File: src/rtl/rtm_pkg.sv
package rtm_pkg;
    localparam int BYTE_W    = 8;
    localparam int NUM_BYTES = 2;
    localparam int CNT_W     = BYTE_W * NUM_BYTES;
    localparam int ADDR_W    = 3;

    typedef logic [BYTE_W-1:0] byte_t;
    typedef logic [CNT_W-1:0]  cnt_t;
    typedef logic [ADDR_W-1:0] addr_t;

    localparam addr_t ADR_CNT_LO = addr_t'(0);
    localparam addr_t ADR_CNT_HI = addr_t'(1);
    localparam addr_t ADR_LAT_LO = addr_t'(2);
    localparam addr_t ADR_LAT_HI = addr_t'(3);
    localparam addr_t ADR_CTRL   = addr_t'(4);

    localparam cnt_t CNT_ALL_ONES = '1;

    typedef enum logic {
        MODE_ONESHOT = 1'b0,
        MODE_FREERUN = 1'b1
    } mode_e;

    // Decoded bus side effects
    typedef struct packed {
        logic load;    // counter-high write: transfer latch to counter
        logic wr_clr;  // write that clears the flag
        logic rd_lo;   // counter-low read
        logic rd_hi;   // counter-high read
    } ctl_s;

    function automatic byte_t lo_byte(cnt_t v);
        return v[BYTE_W-1:0];
    endfunction

    function automatic byte_t hi_byte(cnt_t v);
        return v[CNT_W-1 -: BYTE_W];
    endfunction
endpackage

File: src/rtl/rtm_regs.sv
module rtm_regs
    import rtm_pkg::*;
(
    input  logic  clk,
    input  logic  rst,
    input  logic  wr_en,
    input  logic  rd_en,
    input  addr_t addr,
    input  byte_t wdata,
    output cnt_t  latch_q,
    output mode_e mode_q,
    output cnt_t  load_val,
    output ctl_s  ctl
);
    always_ff @(posedge clk) begin
        if (rst) begin
            latch_q <= CNT_ALL_ONES;
            mode_q  <= MODE_ONESHOT;
        end else if (wr_en) begin
            case (addr)
                ADR_CNT_LO, ADR_LAT_LO: latch_q[BYTE_W-1:0]       <= wdata;
                ADR_CNT_HI, ADR_LAT_HI: latch_q[CNT_W-1 -: BYTE_W] <= wdata;
                ADR_CTRL:               mode_q <= mode_e'(wdata[0]);
                default: ;
            endcase
        end
    end

    always_comb begin
        ctl.load   = wr_en && (addr == ADR_CNT_HI);
        ctl.wr_clr = wr_en && ((addr == ADR_CNT_HI) || (addr == ADR_LAT_HI));
        ctl.rd_lo  = rd_en && (addr == ADR_CNT_LO);
        ctl.rd_hi  = rd_en && (addr == ADR_CNT_HI);
        load_val   = {wdata, lo_byte(latch_q)};
    end
endmodule

File: src/rtl/rtm_count.sv
module rtm_count
    import rtm_pkg::*;
(
    input  logic  clk,
    input  logic  rst,
    input  logic  tick,
    input  mode_e mode,
    input  logic  load,
    input  cnt_t  load_val,
    input  cnt_t  latch,
    input  logic  clr,
    output cnt_t  cnt_q,
    output logic  flag_q
);
    cnt_t nxt;
    logic expire;
    logic armed_q;

    always_comb begin
        if (mode == MODE_FREERUN && cnt_q == CNT_ALL_ONES)
            nxt = latch;
        else
            nxt = cnt_q - cnt_t'(1);
        expire = tick && !load && (nxt == '0) &&
                 (mode == MODE_FREERUN || armed_q);
    end

    always_ff @(posedge clk) begin
        if (rst) begin
            cnt_q   <= CNT_ALL_ONES;
            flag_q  <= 1'b0;
            armed_q <= 1'b0;
        end else begin
            if (load)
                cnt_q <= load_val;
            else if (tick)
                cnt_q <= nxt;

            if (load)
                armed_q <= 1'b1;
            else if (expire)
                armed_q <= 1'b0;

            // an expiry outranks any clear in the same cycle
            if (expire)
                flag_q <= 1'b1;
            else if (clr)
                flag_q <= 1'b0;
        end
    end
endmodule

File: src/rtl/rtm_rdback.sv
module rtm_rdback
    import rtm_pkg::*;
(
    input  logic  clk,
    input  logic  rst,
    input  logic  rd_en,
    input  addr_t addr,
    input  logic  rd_hi,
    input  cnt_t  cnt,
    input  cnt_t  latch,
    input  mode_e mode,
    output byte_t rdata
);
    byte_t snap_q;
    logic  snap_vld_q;

    always_ff @(posedge clk) begin
        if (rst) begin
            rdata      <= '0;
            snap_q     <= '0;
            snap_vld_q <= 1'b0;
        end else begin
            snap_vld_q <= rd_hi;
            if (rd_hi)
                snap_q <= lo_byte(cnt);
            if (rd_en) begin
                case (addr)
                    ADR_CNT_LO: rdata <= snap_vld_q ? snap_q : lo_byte(cnt);
                    ADR_CNT_HI: rdata <= hi_byte(cnt);
                    ADR_LAT_LO: rdata <= lo_byte(latch);
                    ADR_LAT_HI: rdata <= hi_byte(latch);
                    ADR_CTRL:   rdata <= {{(BYTE_W-1){1'b0}}, mode};
                    default:    rdata <= '0;
                endcase
            end
        end
    end
endmodule

File: src/rtl/reload_timer.sv
module reload_timer
    import rtm_pkg::*;
(
    input  logic              clk,
    input  logic              rst,
    input  logic              tick,
    input  logic              wr_en,
    input  logic              rd_en,
    input  logic [ADDR_W-1:0] addr,
    input  logic [BYTE_W-1:0] wdata,
    output logic [BYTE_W-1:0] rdata,
    input  logic              flag_clr,
    output logic              irq_flag
);
    cnt_t  latch_q;
    cnt_t  cnt_q;
    cnt_t  load_val;
    mode_e mode_q;
    ctl_s  ctl;
    logic  clr_any;

    assign clr_any = ctl.wr_clr || ctl.rd_lo || flag_clr;

    rtm_regs u_regs (
        .clk      (clk),
        .rst      (rst),
        .wr_en    (wr_en),
        .rd_en    (rd_en),
        .addr     (addr),
        .wdata    (wdata),
        .latch_q  (latch_q),
        .mode_q   (mode_q),
        .load_val (load_val),
        .ctl      (ctl)
    );

    rtm_count u_count (
        .clk      (clk),
        .rst      (rst),
        .tick     (tick),
        .mode     (mode_q),
        .load     (ctl.load),
        .load_val (load_val),
        .latch    (latch_q),
        .clr      (clr_any),
        .cnt_q    (cnt_q),
        .flag_q   (irq_flag)
    );

    rtm_rdback u_rdback (
        .clk   (clk),
        .rst   (rst),
        .rd_en (rd_en),
        .addr  (addr),
        .rd_hi (ctl.rd_hi),
        .cnt   (cnt_q),
        .latch (latch_q),
        .mode  (mode_q),
        .rdata (rdata)
    );
endmodule

File: config.mk
export PLATFORM = sky130hd
export DESIGN_NAME = reload_timer
export DESIGN_NICKNAME = d
export VERILOG_FILES = /design/src/rtl/rtm_pkg.sv /design/src/rtl/rtm_regs.sv /design/src/rtl/rtm_count.sv /design/src/rtl/rtm_rdback.sv /design/src/rtl/reload_timer.sv
export SDC_FILE = /design/constraint.sdc
export NUM_CORES = 1
export LEC_CHECK = 0
export CAP_MARGIN = 10
export CORE_ASPECT_RATIO = 1.4
export CORE_UTILIZATION = 65
export DETAILED_ROUTE_END_ITERATION = 7
export DONT_BUFFER_PORTS = 1
export PLACE_DENSITY = 0.82
export SLEW_MARGIN = 20
export SYNTH_ARGS = -nofsm -noshare
export SYNTH_HDL_FRONTEND = slang
export SYNTH_HIERARCHICAL = 1
export SYNTH_SLANG_ARGS = --single-unit
File: constraint.sdc
create_clock -name clk -period 6 [get_ports clk]
set_input_delay 0.9 -clock clk [delete_from_list [all_inputs] [get_ports clk]]
set_output_delay 0.9 -clock clk [all_outputs]
set_load 0.02 [all_outputs]
; Word level (Yosys, flattened, before mapping)
; Index checks and enable logic that the tools add are counted.
[word_totals]
regBits = 52
input_bits = 17
[op_classes]
n_addsub = 1
n_eq_ne = 5
muxes = 9
n_reduce_logical = 23
[ops]
columns = operator, n
row1 = 2-to-1 mux 16 bit, 3
row2 = one-hot mux 8 bit (5 select lines), 1
row3 = == test 16 bit (second input constant), 1
row4 = logical NOT 16 bit, 1
row5 = subtractor 16 x 1 -> 16 bit (second input constant), 1
row6 = logical AND 1 bit, 8
row7 = 2-to-1 mux 8 bit, 1
row8 = == test 3 x 2 -> 1 bit (second input constant), 2
row9 = AND reduction 2 bit, 3
row10 = nonzero test 2 bit, 3
row11 = logical OR 1 bit, 4
row12 = 2-to-1 mux 1 bit, 4
row13 = OR reduction 2 bit, 2
row14 = == test 3 x 1 -> 1 bit (second input constant), 1
row15 = == test 3 bit (second input constant), 1
row16 = logical NOT 3 bit, 1
row17 = logical NOT 1 bit, 1

; Logic depth before layout (Yosys ltp)
[logic_depth]
word_depth = 8
ltp_mapped = 10
mapped_depth_nobuf = 9

; By module
; The synthesis kept the hierarchy.
[by_module_without_submodules]
columns = mod, instances, cells_per_inst, area_each_um2
row1 = rtm_count, 1, 205, 1491.4
row2 = rtm_rdback, 1, 105, 985.9
row3 = rtm_regs, 1, 88, 830.8
row4 = reload_timer, 1, 1, 6.3

; Least setup slack after synthesis
; No wires, ideal clock.
[synth_path]
path_type = flip-flop to flip-flop
from = register u_count.cnt_q[0]
to = register u_count.armed_q
setup_time_ns = 0.117
t_arrival_ns = 2.199
slack_ns = 3.684
path_stages_with_launch = 11
path_buffers = 1
cell_sequence = dfxtp_1 buf_2 inv_1 ha_1 or3b_2 nor4_2 xor2_1 o21ai_0 o2111a_1 nand4_1 a22o_1
[synth_via]
elab_chain_len = 7
word_cells_on_any_way = 8
classes_between = 1 x add/sub / 1 x eq/ne / 1 x mux / 5 x reduce/logical
[synth_rtl]
columns = element, line_no
row1 = start: declaration, rtm_count.sv:12  ; output cnt_t cnt_q,
row2 = start signal: assignment, rtm_count.sv:35  ; cnt_q <= load_val;
row3 = start signal: assignment, rtm_count.sv:37  ; cnt_q <= nxt;
row4 = branches (longest 2 deep; another with subtractor 16 x 1 -> 16 bit), -
row5 = 2-to-1 mux 16 bit *, rtm_count.sv:20  ; if (mode == MODE_FREERUN && cnt_q == CNT_ALL_ONES)
row6 = logical NOT 16 bit *, rtm_count.sv:24  ; expire = tick && !load && (nxt == '0) &&
row7 = logical AND 1 bit * (2 in a row), rtm_count.sv:24
row8 = nonzero test 2 bit (no line) *, -
row9 = end signal: assignment, rtm_count.sv:32  ; armed_q <= 1'b0;
row10 = end signal: assignment, rtm_count.sv:40  ; armed_q <= 1'b1;
row11 = end signal: assignment, rtm_count.sv:42  ; armed_q <= 1'b0;
row12 = end: declaration, rtm_count.sv:17  ; logic armed_q;
; Every way passes the cells marked *.
; A chain may end at the register's enable or synchronous reset.

; Final worst setup path
; Ends and elaborated chain as after synthesis.

==> run_results.csv <==
group,metric,value,unit
clock_network,cts_resized,0,
critical_path,crit_family,"simple AND/OR/NAND/NOR gates",
global_route,grt_pass1_vias,2691,
final_layout,nFillCells,427,
final_layout,finalNonFillerCells,425,
floorplan,fp.dieW,62.4,um
routing,vias,2847,
critical_path,setup.worst_path.class,"flop to flop",
sta,timing.final.crit_share,43.9,%
status,outcome,"completed",
clock_network,htreeDepth,2,
final_layout,seq_area,0.00104,mm2
synthesis,postSynthAreaPerCell,8.31,um2
critical_path,r2r_start,"u_count/cnt_q[0]",
sta,rsz0062_at_grt,"no",
clock_network,cts_sinks,52,
floorplan,core,0.00488,mm2
clock_network,root_buffer,"clkbuf_8",
critical_path,crit_chain,"inv_1, ha_1, or3b_2, nor4_2, xor2_1, o21ai_0, o2111a_1, nand4_1, a22o_1",
placement,place_inst,417,
floorplan,initial_utilization,67.9,%
placement,hpwl,6.06,mm
synthesis,synth_cell_type_count,62,
routing,routed_via_density,6.70,
sta,tightestPinTransition,0.918,ns
final_layout,antenna_cells,0,
placement,place_ws,3.31,ns
floorplan,dieArea,0.00539,mm2
synthesis,synth_nets,418,
sta,fin_ws,3.36,ns
global_route,grt_use_total,33.0,%
global_route,grt_pass1_wl,13.6,mm
power_and_ir_drop,pwr_density_cell,207,mW/mm2
critical_path,reg2reg_to,"u_count/armed_q",
synthesis,async_flop_share,0,%
critical_path,critPathLaunchType,"flop",
routing,drcViolationCount,0,
routing,postRouteAntennaNets,0,
floorplan,fp-row-count,30,
global_route,antenna_found_initial,0,
placement,io_buffers,0,
final_layout,nNetsFinal,379,
min_path,holdPathStages,2,
sta,hold_viol,0,
routing,wire_per_inst,19.9,um
clock_network,clockBufferDepth,2,
sta,maxSlewHeadroom,38.5,%
critical_path,path_buf_inv,1,
critical_path,worstSetupEndpointType,"flop",
clock_network,cts_tree,"built",
synthesis,seq_area_frac_synth,31.4,%
synthesis,ys_ff_latch,52,
routing,first_pass_iters,5,
clock_network,clk_latency,0.31,ns
global_route,grt_max_degree,44,
final_layout,layout_commonest_cell,"nor2_1",
placement,gp_congestion,0.949,
floorplan,die_h,86.5,um
routing,routed_wl,8.46,mm
sta,fin_setup_tns,0,ns
min_path,hold_path_class,"flop to flop",
power_and_ir_drop,peakVddDrop,0.178,mV
critical_path,rrSetupSlack,3.36,ns
run,maxCapViolCount,0,
sta,period_needed,2.64,ns
synthesis,synthFlopType,"dfxtp_1",
critical_path,critPathSlowestCell,"or3b_2",
routing,drtIter0Drc,316,
sta,finClkSkew,0.00410,ns
synthesis,synth_edf_count,0,
global_route,gr-total-overflow,0,
final_layout,finish.utilization,65.6,%
final_layout,final_cell_mix,"nor2_1 (68), dfxtp_1 (52), mux2i_1 (30)",
sta,slew_viol_final,0,
critical_path,path_depth,9,
sta,fmax,0.379,GHz
final_layout,area_growth,-3.36,%
critical_path,path_max_fanout,11,
sta,setup_viol,0,
power_and_ir_drop,p_leak,1.10,nW
clock_network,cts_setup_buffers,0,
clock_network,tritoncts.num_buffers,5,
critical_path,critPathArrivalTime,2.84,ns
final_layout,drive_gt1_share,8.59,%
min_path,min_to,"u_rdback/snap_q[2]",
min_path,hp-start,"u_rdback/snap_q[2]",
critical_path,critPathRequiredTime,6.21,ns
clock_network,clkTransAtPathRegs,0.10,ns
final_layout,multiInputGateArea,0.00195,mm2
critical_path,slowest_delay,0.52,ns
floorplan,io_pins,26,
critical_path,reg2reg_depth,9,
synthesis,syn_inst,399,
clock_network,postCtsHoldBufs,0,
synthesis,syn_area,0.00331,mm2
synthesis,yosysWarnings,6,
[tightest hold or removal path: cells and delay by family, from the launching register on]
family / cells / cell delay, ns
flip-flops: 1 / 0.34
multiplexers: 1 / 0.06
AND/OR/NAND/NOR: 1 / 0.07
[synthesized netlist by cell type, drive strengths merged (6+ instances only)]
library cell  number  area, um2
buf               34        238
clkbuf            13       51.3
nand4              7       43.8
nand2             21       78.8
mux2               9        105
inv                9       33.8
dfxtp             52       1040
a22oi              6       45.0
nor2b              6       37.5
o21ai             16       80.1
mux2i             30        300
nor2              70        273
a211oi             6       50.1
nand3b            13       97.6
nor3               8       40.0
a311oi             8       70.1
o211ai             8       60.1
a21oi             14       70.1
[power breakdown]
part           leakage (nW)  switching, W  internal, W
Combinational         0.632     0.0000343    0.0000350
Sequential            0.425     0.0000281     0.000360
Clock                0.0445      0.000123    0.0000831
Total                  1.10      0.000186     0.000478
[worst max-delay path by stage]
stage                           from               to  slack [ns]
global placement             addr[0]  u_count/armed_q        3.36
global route        u_count/cnt_q[0]   u_count/flag_q        3.21
CTS                 u_count/cnt_q[0]  u_count/armed_q        3.44
detailed placement           addr[0]  u_count/armed_q        3.31
finish              u_count/cnt_q[0]  u_count/armed_q        3.36
floorplan           u_count/cnt_q[0]  u_count/armed_q        3.68
[stage by stage]
stage | total power (W) | hold WS, ns | area [um2]
after CTS | 0.000665 | 0.507 | 3200
after detailed placement | 0.000463 | 0.483 | 3110
after global placement | 0.000461 | 0.468 | 3110
after floorplan | 0.000462 | 0.454 | 3310
after global routing | 0.000686 | 0.553 | 3200
final | 0.000664 | 0.508 | 3200
[kinds of logic (layout without fill, tap and decap cells)]
logic type               Yosys count  after routing  share of synthesized area (%)
multiplexers                      40             40                           12.9
flip-flops                        52             52                           31.4
buffers and inverters             56             18                           9.74
XOR/XNOR                           9              9                           2.38
AO/OA/AOI/OAI                     88             88                           18.7
adder cells (fa/ha/maj)            2              2                          0.755
AND/OR/NAND/NOR                  152            152                           24.1
[final cells by class]
cell class              instances  area share (%)
clock inverters                 3           0.664
multi-input cells             291            60.9
clock buffers                   5            2.15
inverters                       9            1.05
repair buffers                  1           0.234
well taps                      64            2.50
flip-flops and latches         52            32.5
[layer usage]
metal	wire, um	share of wire (%)	vias up	track usage, %
met4	360	4.3	0	20.9
met1	3370	40	1329	40.3
met3	543	6.4	28	4.74
met2	4190	49	145	54.7
met5	0	0	-	0
li1	-	-	1345	-
[flip-flops by register name (all words and copies together) (netlist names)]
name / cells
u_count/cnt_q: 16
u_rdback/snap_q: 8
u_count/armed_q: 1
u_rdback/rdata: 8
u_regs/mode_q: 1
u_regs/latch_q: 16
u_count/flag_q: 1
u_rdback/snap_vld_q: 1
Note: power is estimated with default switching activity, not from simulation.
